$ cat src/rtl/rdeye_pkg.sv
package rdeye_pkg;

    typedef enum logic [2:0] {
        ST_IDLE,
        ST_INIT,
        ST_REQ,
        ST_WAIT,
        ST_FINAL,
        ST_DONE
    } sweep_state_t;

endpackage

$ cat src/rtl/rdeye_seq.sv
module rdeye_seq
    import rdeye_pkg::*;
#(
    parameter int STEP_BITS = 6
) (
    input  logic                 clk,
    input  logic                 rst_n,
    input  logic                 start_i,
    input  logic                 res_valid_i,
    output logic                 step_req_o,
    output logic [STEP_BITS-1:0] step_idx_o,
    output logic                 clear_o,
    output logic                 record_o,
    output logic                 last_o,
    output logic                 latch_o,
    output logic                 active_o,
    output logic                 done_o
);

    localparam int STEPS = 1 << STEP_BITS;
    localparam logic [STEP_BITS-1:0] LAST_IDX = STEP_BITS'(STEPS - 1);

    sweep_state_t state, nxt;
    logic [STEP_BITS-1:0] idx;

    always_comb begin
        nxt = state;
        unique case (state)
            ST_IDLE:  if (start_i) nxt = ST_INIT;
            ST_INIT:  nxt = ST_REQ;
            ST_REQ:   nxt = ST_WAIT;
            ST_WAIT:  if (res_valid_i) nxt = (idx == LAST_IDX) ? ST_FINAL : ST_REQ;
            ST_FINAL: nxt = ST_DONE;
            ST_DONE:  nxt = ST_IDLE;
            default:  nxt = ST_IDLE;
        endcase
    end

    always_ff @(posedge clk) begin
        if (!rst_n) begin
            state <= ST_IDLE;
            idx   <= '0;
        end else begin
            state <= nxt;
            if (state == ST_INIT)
                idx <= '0;
            else if (state == ST_WAIT && res_valid_i && idx != LAST_IDX)
                idx <= idx + 1'b1;
        end
    end

    always_comb begin
        step_req_o = (state == ST_REQ);
        clear_o    = (state == ST_INIT);
        record_o   = (state == ST_WAIT) && res_valid_i;
        last_o     = (idx == LAST_IDX);
        latch_o    = (state == ST_FINAL);
        active_o   = (state == ST_REQ) || (state == ST_WAIT);
        done_o     = (state == ST_DONE);
        step_idx_o = idx;
    end

    AST_DONE_PULSE: assert property (@(posedge clk) disable iff (!rst_n)
        done_o |=> !done_o);
    AST_REQ_PULSE: assert property (@(posedge clk) disable iff (!rst_n)
        step_req_o |=> !step_req_o);
    AST_HOLD_WAIT: assert property (@(posedge clk) disable iff (!rst_n)
        (state == ST_WAIT && !res_valid_i) |=> ($stable(idx) && state == ST_WAIT));

endmodule

$ cat src/rtl/rdeye_lane.sv
module rdeye_lane #(
    parameter int STEP_BITS = 6,
    parameter int FB_W      = 4
) (
    input  logic                 clk,
    input  logic                 rst_n,
    input  logic                 clear_i,
    input  logic                 record_i,
    input  logic                 last_i,
    input  logic [STEP_BITS-1:0] idx_i,
    input  logic [FB_W-1:0]      fb_i,
    output logic [STEP_BITS-1:0] best_start_o,
    output logic [STEP_BITS:0]   best_len_o
);

    localparam int LEN_W = STEP_BITS + 1;
    localparam int STEPS = 1 << STEP_BITS;

    logic                 in_run;
    logic [STEP_BITS-1:0] cur_start;
    logic [LEN_W-1:0]     cur_len;

    logic                 pass;
    logic [LEN_W-1:0]     ext_len;
    logic [STEP_BITS-1:0] ext_start;
    logic                 close_run;
    logic [LEN_W-1:0]     close_len;
    logic [STEP_BITS-1:0] close_start;
    logic                 take;

    always_comb begin
        pass        = (fb_i == FB_W'(1));
        ext_len     = in_run ? cur_len + 1'b1 : LEN_W'(1);
        ext_start   = in_run ? cur_start : idx_i;
        close_run   = record_i && ((pass && last_i) || (!pass && in_run));
        close_len   = pass ? ext_len : cur_len;
        close_start = pass ? ext_start : cur_start;
        take        = close_run && (close_len > best_len_o);
    end

    always_ff @(posedge clk) begin
        if (!rst_n || clear_i) begin
            in_run       <= 1'b0;
            cur_start    <= '0;
            cur_len      <= '0;
            best_start_o <= '0;
            best_len_o   <= '0;
        end else if (record_i) begin
            in_run    <= pass && !last_i;
            cur_len   <= pass ? ext_len : '0;
            cur_start <= pass ? ext_start : cur_start;
            if (take) begin
                best_start_o <= close_start;
                best_len_o   <= close_len;
            end
        end
    end

    AST_LEN_BOUND: assert property (@(posedge clk) disable iff (!rst_n)
        best_len_o <= LEN_W'(STEPS));
    AST_BEST_MONO: assert property (@(posedge clk) disable iff (!rst_n)
        record_i |=> best_len_o >= $past(best_len_o));

endmodule

$ cat src/rtl/rdeye_result.sv
module rdeye_result #(
    parameter int STEP_BITS = 6,
    parameter int MIN_WIDTH = 12
) (
    input  logic [STEP_BITS-1:0]        best_start_i,
    input  logic [STEP_BITS:0]          best_len_i,
    output logic signed [STEP_BITS:0]   start_code_o,
    output logic signed [STEP_BITS:0]   end_code_o,
    output logic signed [STEP_BITS:0]   center_code_o,
    output logic [STEP_BITS:0]          width_o,
    output logic [STEP_BITS-1:0]        trained_o,
    output logic                        fail_o
);

    localparam int CODE_W = STEP_BITS + 1;
    localparam int HALF   = 1 << (STEP_BITS - 1);
    localparam logic signed [CODE_W-1:0] HALF_S = CODE_W'(HALF);

    logic [CODE_W-1:0] end_idx;
    logic [CODE_W:0]   idx_sum;
    logic [STEP_BITS-1:0] mid_idx;

    always_comb begin
        end_idx = {1'b0, best_start_i} + best_len_i - 1'b1;
        idx_sum = {1'b0, end_idx} + {2'b00, best_start_i};
        mid_idx = idx_sum[STEP_BITS:1];
        width_o = best_len_i;
        fail_o  = (best_len_i <= CODE_W'(MIN_WIDTH));
        if (best_len_i == '0) begin
            start_code_o  = '0;
            end_code_o    = '0;
            center_code_o = '0;
            trained_o     = STEP_BITS'(HALF);
        end else begin
            start_code_o  = $signed({1'b0, best_start_i}) - HALF_S;
            end_code_o    = $signed(end_idx) - HALF_S;
            center_code_o = $signed({1'b0, mid_idx}) - HALF_S;
            trained_o     = mid_idx;
        end
    end

endmodule

$ cat src/rtl/rdeye_sweep.sv
module rdeye_sweep #(
    parameter int NUM_LANES = 4,
    parameter int FB_W      = 4,
    parameter int STEP_BITS = 6,
    parameter int MIN_WIDTH = 12
) (
    input  logic                                 clk,
    input  logic                                 rst_n,
    input  logic                                 start_i,
    output logic                                 done_o,
    output logic                                 step_req_o,
    output logic [STEP_BITS:0]                   step_code_o,
    input  logic                                 res_valid_i,
    input  logic [NUM_LANES*FB_W-1:0]            res_fb_i,
    output logic [NUM_LANES*(STEP_BITS+1)-1:0]   win_start_o,
    output logic [NUM_LANES*(STEP_BITS+1)-1:0]   win_end_o,
    output logic [NUM_LANES*(STEP_BITS+1)-1:0]   win_center_o,
    output logic [NUM_LANES*(STEP_BITS+1)-1:0]   win_width_o,
    output logic [NUM_LANES*STEP_BITS-1:0]       dly_rise_o,
    output logic [NUM_LANES*STEP_BITS-1:0]       dly_fall_o,
    output logic [NUM_LANES-1:0]                 lane_fail_o,
    output logic                                 fail_o
);

    localparam int CODE_W = STEP_BITS + 1;
    localparam int HALF   = 1 << (STEP_BITS - 1);
    localparam logic [STEP_BITS-1:0] MID_CODE = STEP_BITS'(HALF);

    logic                 clear, record, last, latch, active;
    logic [STEP_BITS-1:0] step_idx;

    rdeye_seq #(.STEP_BITS(STEP_BITS)) u_seq (
        .clk         (clk),
        .rst_n       (rst_n),
        .start_i     (start_i),
        .res_valid_i (res_valid_i),
        .step_req_o  (step_req_o),
        .step_idx_o  (step_idx),
        .clear_o     (clear),
        .record_o    (record),
        .last_o      (last),
        .latch_o     (latch),
        .active_o    (active),
        .done_o      (done_o)
    );

    assign step_code_o = $signed({1'b0, step_idx}) - CODE_W'(HALF);

    logic [NUM_LANES-1:0] fail_vec;

    for (genvar g = 0; g < NUM_LANES; g++) begin : g_lane
        logic [STEP_BITS-1:0]     best_start;
        logic [STEP_BITS:0]       best_len;
        logic signed [CODE_W-1:0] s_code, e_code, c_code;
        logic [CODE_W-1:0]        width;
        logic [STEP_BITS-1:0]     trained;

        rdeye_lane #(.STEP_BITS(STEP_BITS), .FB_W(FB_W)) u_lane (
            .clk          (clk),
            .rst_n        (rst_n),
            .clear_i      (clear),
            .record_i     (record),
            .last_i       (last),
            .idx_i        (step_idx),
            .fb_i         (res_fb_i[g*FB_W +: FB_W]),
            .best_start_o (best_start),
            .best_len_o   (best_len)
        );

        rdeye_result #(.STEP_BITS(STEP_BITS), .MIN_WIDTH(MIN_WIDTH)) u_res (
            .best_start_i  (best_start),
            .best_len_i    (best_len),
            .start_code_o  (s_code),
            .end_code_o    (e_code),
            .center_code_o (c_code),
            .width_o       (width),
            .trained_o     (trained),
            .fail_o        (fail_vec[g])
        );

        always_ff @(posedge clk) begin
            if (!rst_n) begin
                win_start_o[g*CODE_W +: CODE_W]     <= '0;
                win_end_o[g*CODE_W +: CODE_W]       <= '0;
                win_center_o[g*CODE_W +: CODE_W]    <= '0;
                win_width_o[g*CODE_W +: CODE_W]     <= '0;
                dly_rise_o[g*STEP_BITS +: STEP_BITS] <= MID_CODE;
                dly_fall_o[g*STEP_BITS +: STEP_BITS] <= MID_CODE;
            end else if (clear) begin
                dly_rise_o[g*STEP_BITS +: STEP_BITS] <= MID_CODE;
                dly_fall_o[g*STEP_BITS +: STEP_BITS] <= MID_CODE;
            end else if (latch) begin
                win_start_o[g*CODE_W +: CODE_W]     <= s_code;
                win_end_o[g*CODE_W +: CODE_W]       <= e_code;
                win_center_o[g*CODE_W +: CODE_W]    <= c_code;
                win_width_o[g*CODE_W +: CODE_W]     <= width;
                dly_rise_o[g*STEP_BITS +: STEP_BITS] <= trained;
                dly_fall_o[g*STEP_BITS +: STEP_BITS] <= trained;
            end
        end

        AST_NARROW_FLAG: assert property (@(posedge clk) disable iff (!rst_n)
            (done_o && win_width_o[g*CODE_W +: CODE_W] <= CODE_W'(MIN_WIDTH))
                |-> (lane_fail_o[g] && fail_o));
    end

    always_ff @(posedge clk) begin
        if (!rst_n) begin
            lane_fail_o <= '0;
            fail_o      <= 1'b0;
        end else if (latch) begin
            lane_fail_o <= fail_vec;
            fail_o      <= |fail_vec;
        end
    end

    AST_DLY_HOLD: assert property (@(posedge clk) disable iff (!rst_n)
        (active && $past(active)) |-> ($stable(dly_rise_o) && $stable(dly_fall_o)));
    AST_EDGE_MATCH: assert property (@(posedge clk) disable iff (!rst_n)
        done_o |-> (dly_rise_o == dly_fall_o));

endmodule

$ cat config.mk
export PLATFORM = sky130hd
export DESIGN_NAME = rdeye_sweep
export DESIGN_NICKNAME = d
export VERILOG_FILES = /design/src/rtl/rdeye_pkg.sv /design/src/rtl/rdeye_seq.sv /design/src/rtl/rdeye_lane.sv /design/src/rtl/rdeye_result.sv /design/src/rtl/rdeye_sweep.sv
export SDC_FILE = /design/constraint.sdc
export NUM_CORES = 1
export LEC_CHECK = 0
export BUFFER_PORTS_ARGS = -buffer_cell sky130_fd_sc_hd__buf_4
export CAP_MARGIN = 20
export CORE_ASPECT_RATIO = 0.8
export CORE_MARGIN = 4
export CORE_UTILIZATION = 30
export DETAILED_ROUTE_END_ITERATION = 8
export MAX_ROUTING_LAYER = met4
export PLACE_DENSITY_LB_ADDON = 0.12
export SLEW_MARGIN = 5
export SYNTH_ARGS = -nofsm -noshare
export SYNTH_HDL_FRONTEND = slang
export SYNTH_SLANG_ARGS = --single-unit
export TNS_END_PERCENT = 50
$ cat constraint.sdc
create_clock -name clk -period 8.2 [get_ports clk]
set_input_delay 0.41 -clock clk [delete_from_list [all_inputs] [get_ports clk]]
set_output_delay 0.41 -clock clk [all_outputs]
set_load 0.005 [all_outputs]
==> Yosys cells after proc, flatten, opt, wreduce, memory -nomap -nowiden <==
Index checks and enable logic that the tools add are counted.
{ "word_totals": {"input_bits": 20, "word_cells": 183, "register_bits": 258} }
{ "classes": {"bitwise": 2, "add_sub_neg": 30, "n_reduce_logical": 46, "eq_ne": 13, "magnitude_cmp": 8, "n_mux": 40} }
{ "ops": {"columns": ["cell", "n"], "rows": [
  ["$mux 7", 24],
  ["$mux 6", 12],
  ["$sub 6x6->7 const B", 9],
  ["$add 6x7->7", 4],
  ["$add 7x1->7 const B", 4],
  ["$add 7x6->7", 4],
  ["$gt 7x7->1", 4],
  ["$le 7x4->1 const B", 4],
  ["$logic_not 7->1", 4],
  ["$sub 7x1->7 const B", 4],
  ["$sub 7x7->7 const B", 4],
  ["$logic_and 1x1->1", 22],
  ["$eq 4x1->1 const B", 4],
  ["$pmux 3 s5", 1],
  ["$reduce_and 2->1", 6],
  ["$mux 3", 3],
  ["$add 6x1->6 const B", 1],
  ["$eq 3x2->1 const B", 2],
  ["$eq 3x3->1 const B", 2],
  ["$eq 6x6->1 const B", 1],
  ["$logic_not 1->1", 6],
  ["$ne 6x6->1 const B", 1],
  ["$logic_or 1x1->1", 5],
  ["$ne 2x2->1 const B", 2],
  ["5 further kinds", 6]
]} }

==> Longest topological paths before layout <==
{ "logic_depth": {"ltp_word": 7, "depth_mapped": 14, "mapped_depth_nobuf": 14} }

==> Cells and area by module <==
From an unflattened synthesis, not the netlist that was laid out.
{ "unflattened": {"hier_cells": 1887, "hier_area_um2": 15726.3} }
{ "modules_own_cells": {"columns": ["module", "cells_per_inst", "instances", "seq_area_each_um2", "area_each_um2"], "rows": [
  ["rdeye_lane", 186, 4, 540.5, 1616.6],
  ["rdeye_sweep", 609, 1, 2822.7, 5352.6],
  ["rdeye_result (g_lane[0].u_res ...)", 119, 3, 0.0, 849.6],
  ["rdeye_result (g_lane[1].u_res)", 119, 1, 0.0, 838.3],
  ["rdeye_seq", 58, 1, 180.2, 520.5]
]} }

==> Least setup slack after synthesis <==
OpenSTA, ideal clock, no wires.
{ "synth_path": {"kind": "input -> register", "start": "input res_fb_i[5]", "end": "register g_lane[1].u_lane.best_len_o[0]", "t_required_ns": 8.128, "slack_ns": 5.081, "setup_time_ns": 0.072, "n_path_buf": 1, "arrival_ns": 3.048, "path_stages": 10, "path_cell_list": "or4b_4 > or4b_2 > nand3_1 > ha_1 > nand4_1 > o22ai_1 > a211oi_2 > o31a_1 > buf_4 > mux2i_1"} }
{ "synth_via": {"elab_cells_between_ends": 10, "classes_between": "order compare: 1; eq/ne: 1; mux: 1; reduce/logical: 7"} }
{ "synth_rtl": {"columns": ["element", "line_no", "text"], "rows": [
  ["start: declaration", "rdeye_sweep.sv:14", "input logic [NUM_LANES*FB_W-1:0] res_fb_i,"],
  ["$eq 4x1->1", "rdeye_lane.sv:32", "pass = (fb_i == FB_W'(1));"],
  ["$mux 7", "rdeye_lane.sv:36", "close_len = pass ? ext_len : cur_len;"],
  ["net g_lane[1].u_lane.close_len[4]", "rdeye_lane.sv:27", "logic [LEN_W-1:0] close_len;"],
  ["$gt 7x7->1", "rdeye_lane.sv:38", "take = close_run && (close_len > best_len_o);"],
  ["$logic_and 1x1->1", "rdeye_lane.sv:38", null],
  ["$reduce_and 2->1 (no source line)", null, null],
  ["end signal: assignment", "rdeye_lane.sv:54", "best_len_o <= close_len;"],
  ["end: declaration", "rdeye_lane.sv:13", "output logic [STEP_BITS:0] best_len_o"]
]} }
The timed path passes the listed nets, and every way through them passes these cells.
A chain may end at the register's enable or synchronous reset.

==> Worst setup path in the final report <==
{ "layout_path": {"start": "register g_lane[1].u_lane.best_start_o[1]", "end": "register dly_fall_o[11]"} }
{ "layout_via": {"elab_chain_cells": 4} }
{ "layout_rtl": {"columns": ["element", "line_no", "text"], "rows": [
  ["start: declaration", "rdeye_lane.sv:12", "output logic [STEP_BITS-1:0] best_start_o,"],
  ["start signal: assignment", "rdeye_lane.sv:53", "best_start_o <= close_start;"],
  ["$add 6x7->7", "rdeye_result.sv:24", "end_idx = {1'b0, best_start_i} + best_len_i - 1'b1;"],
  ["$sub 7x1->7", "rdeye_result.sv:24", null],
  ["$add 7x6->7 (*)", "rdeye_result.sv:25", "idx_sum = {1'b0, end_idx} + {2'b00, best_start_i};"],
  ["$mux 6 (*)", "rdeye_result.sv:29", "if (best_len_i == '0) begin"],
  ["end signal: indexed assignment", "rdeye_sweep.sv:98", "dly_fall_o[g*STEP_BITS +: STEP_BITS] <= trained;"],
  ["end: declaration", "rdeye_sweep.sv:20", "output logic [NUM_LANES*STEP_BITS-1:0] dly_fall_o,"]
]} }
Mark *: on every way between the ends. The rest lies on a longest branch, timed or not.

==> flow_summary.yaml <==
status:
  status: "completed"
detailed_routing:
  met2_length_um: 16600
  drtPass1Iterations: 5
  highest_layer: "met4"
  via_per_inst: 5.02
  dr.first_iter.drc_count: 872
  wl_met3_um: 2070
  wl_um: 42800
  vias: 11900
  wl_per_cell_um: 18.1
  drc: 0
  wl_met1_um: 23500
  ant_nets: 0
pwr:
  ir_drop_mv: 0.134
  swShare: 0.222
  combPwrFrac: 0.028
  seqPwrFrac: 0.465
  power_density_nw_per_um2: 160
  switching_power_mw: 0.584
  leakage_nw: 6.39
  pwr-share-clk: 0.508
  intPower_mw: 2.04
place:
  placed_area_sq_um: 15400
  hpwl_um: 31800
  place_congestion: 0.866
  place_ws_ns: 4.39
  io_buffers: 193
timing:
  slew_viol_final: 0
  layout_setup_ws_ns: 4.59
  tightest_slew_ns: 0.942
  finalHoldViolCount: 0
  rsz0062_at_grt: "false"
  setup_viol: 0
  finalSetupTns_ns: 0
  skew_ns: 0.0165
  fin_crit_sh: 0.440
  maxSlewHeadroom: 0.372
  period_needed_ns: 3.61
  fmax_ghz: 0.277
critical_path:
  rr_worst_depth: 13
  regToRegSetupSlack_ns: 4.59
  startpoint_type: "flip-flop"
  path_max_fanout: 4
  r2r_end: "dly_fall_o[11]$_SDFFE_PP1P_"
  worstPathArrival_ns: 4.07
  cp-end-kind: "flip-flop"
  rr_startpoint: "g_lane[1].u_lane.best_start_o[1]$_SDFFE_PP0P_"
  critPathKind: "reg2reg"
  cp.required_ns: 8.66
global_route:
  grt_usage: 0.173
  grt_pass1_vias: 10900
  grt_overflow: 0
  grt_first_pass_wirelength_um: 66000
  grt_start_max_net_pins: 83
  antenna_found_initial: 0
clocking:
  clockBufferDepth: 3
  post_cts_buffers: 0
  cts.clk_slew.worst_paths_ns: 0.06
  hold_buffers: 0
  htree_levels: 1
  cts.sinks: 250
  cts_made_buffers: 30
  cts.repair.resized: 0
  insertion_delay_ns: 0.57
  tritoncts: "built"
  root_buffer: "clkbuf_16"
yosys:
  yosysSeqAreaShare: 0.364
  synth_flop_cell: "dfxtp_1"
  synth_area_sq_um: 13800
  ys_types: 70
  synth.ff_latch_count: 250
  synth_nets: 1767
  synth_edf_count: 0
  synth_area_leaders: "dfxtp_1, ha_1, nand2_1"
  synth_warnings: 0
  syn_inst: 1638
  yosysTopAreaCell: "dfxtp_1"
  avgSynthCellArea_sq_um: 8.40
  ys_async_sr_fraction: 0
  synth_top_area_frac: 0.364
min_path:
  hold_depth: 4
  min_to: "u_seq.state[0]$_SDFFE_PN0P_"
  min_from: "res_valid_i"
  hp-class: "in2reg"
floorplanning:
  die-area_sq_um: 49400
  start_util: 0.307
  rows: 69
  core_sq_um: 44900
  die_h_um: 200
  num_io_pins: 194
  die_w_um: 247
final_layout:
  nNetsFinal: 1872
  areaGrowthSynthToFinish_pct: 19.1
  drive_above_1_share: 0.162
  diodes: 0
  final_cell_area_sq_um: 16400
flow_run:
  drv_cap: 0
-- Yosys cell counts, types with 11 or more instances --
library cell and instances:
inv_1 116, a22oi_1 48, clkbuf_1 74, nand2_1 203, o22ai_1 14, a21o_1 18
mux2i_1 54, xor2_1 13, nor2b_1 11, a21oi_1 132, dfxtp_1 250, nor3_1 11
ha_1 101, o211a_1 15, nand2b_1 23, o311a_1 16, o211ai_1 19, nand3_1 68
or3_1 11, a211oi_1 54, or4_1 12, buf_4 41, nor2_1 121, o21ai_0 41
-- cell type report --
class                      instances  area [sq um]
timing repair buffer             205          1540
clock buffer                      43           890
sequential                       250          5000
clock inverter                     8           104
fill                            4593         28500
multi-input combinational       1140          7660
tap                              603           754
inverter                         116           437
-- routing by layer --
metal  vias to the layer above  GRT usage
met5                         -          -
met4                         0     0.0257
met3                        37     0.0250
met2                       259      0.232
met1                      5566      0.274
li1                       6016          -
-- critical path, cell delays in order, from the launching register on --
cell and delay, ns:
dfxtp_1 0.48, inv_1 0.17, ha_1 0.31, inv_1 0.04, ha_1 0.23, fa_1 0.41
a21o_1 0.17, a21oi_1 0.16, xor2_1 0.37, inv_1 0.10, ha_1 0.33, o22ai_1 0.10
or4_1 0.51, o311a_1 0.15
-- per-stage QoR --
stage | util | hold slack [ns] | std cells | power (mW)
after global routing | 0.365 | 0.154 | 2365 | 2.72
after CTS | 0.365 | 0.136 | 2365 | 2.67
after global placement | 0.343 | 0.445 | 2314 | 1.32
final | 0.365 | 0.161 | 2365 | 2.63
after detailed placement | 0.343 | 0.448 | 2314 | 1.32
after floorplan | - | 0.446 | 1638 | 1.29
-- layout by cell type, fill, tap and decap left out, types with 7 or more instances in the layout --
cell	count
mux2i_1	54
o211ai_1	19
ha_1	101
or4_1	12
o21ai_0	41
buf_4	205
o311a_1	16
nand3_1	68
o22ai_1	14
dfxtp_1	250
and2_1	8
o21bai_1	8
nor3_1	11
nor2_1	121
a21oi_1	132
a211oi_1	54
or3_1	11
o31a_1	9
nand2_1	203
clkbuf_16	30
nor2b_1	11
fa_1	8
xor2_1	13
xnor2_1	10
nor4_1	7
o211a_1	15
a21o_1	18
clkbuf_8	9
a22oi_1	48
nand2b_1	23
inv_1	115
o31ai_1	7
-- how the worst max path moves through the flow --
stage          depth (start not counted)                                          start                                           to
3_5_place_dp                          10                                    res_fb_i[9]  g_lane[2].u_lane.best_len_o[0]$_SDFFE_PP0P_
2_1_floorplan                         10                                    res_fb_i[5]  g_lane[1].u_lane.best_len_o[0]$_SDFFE_PP0P_
3_3_place_gp                          10                                    res_fb_i[5]  g_lane[1].u_lane.best_len_o[6]$_SDFFE_PP0P_
6_report                              13  g_lane[1].u_lane.best_start_o[1]$_SDFFE_PP0P_                  dly_fall_o[11]$_SDFFE_PP1P_
5_1_grt                               13    g_lane[1].u_lane.best_len_o[1]$_SDFFE_PP0P_                  dly_fall_o[11]$_SDFFE_PP1P_
4_1_cts                               13    g_lane[1].u_lane.best_len_o[1]$_SDFFE_PP0P_                  dly_fall_o[11]$_SDFFE_PP1P_
-- cell families after synthesis --
family | share of synthesized area
AOI/OAI and AO/OA | 0.216
xor gates and xnor gates | 0.0146
adders and majority gates | 0.103
buffers and inverters | 0.0808
DFF | 0.364
muxes | 0.0425
and+or+nand+nor | 0.179
-- flip-flops by register name, summed over array words and instances (netlist names) --
name and count:
g_lane.u_lane.best_len_o 28, win_center_o 24, win_end_o 28, g_lane.u_lane.cur_len 28, u_seq.step_idx_o 6, u_seq.state 3, win_start_o 24, fail_o 1
win_width_o 28, g_lane.u_lane.best_start_o 24, g_lane.u_lane.in_run 4, dly_fall_o 24, g_lane.u_lane.cur_start 24, lane_fail_o 4
-- power groups by stage --
stage | Sequential (mW) | Combinational (mW) | Clock [mW]
finish | 1.22 | 0.0726 | 1.33
global route | 1.22 | 0.0805 | 1.42
CTS | 1.22 | 0.0742 | 1.38
detailed placement | 1.25 | 0.0742 | 0
global placement | 1.25 | 0.0734 | 0
floorplan | 1.25 | 0.0475 | 0
Note: power is estimated with default switching activity, not from simulation.
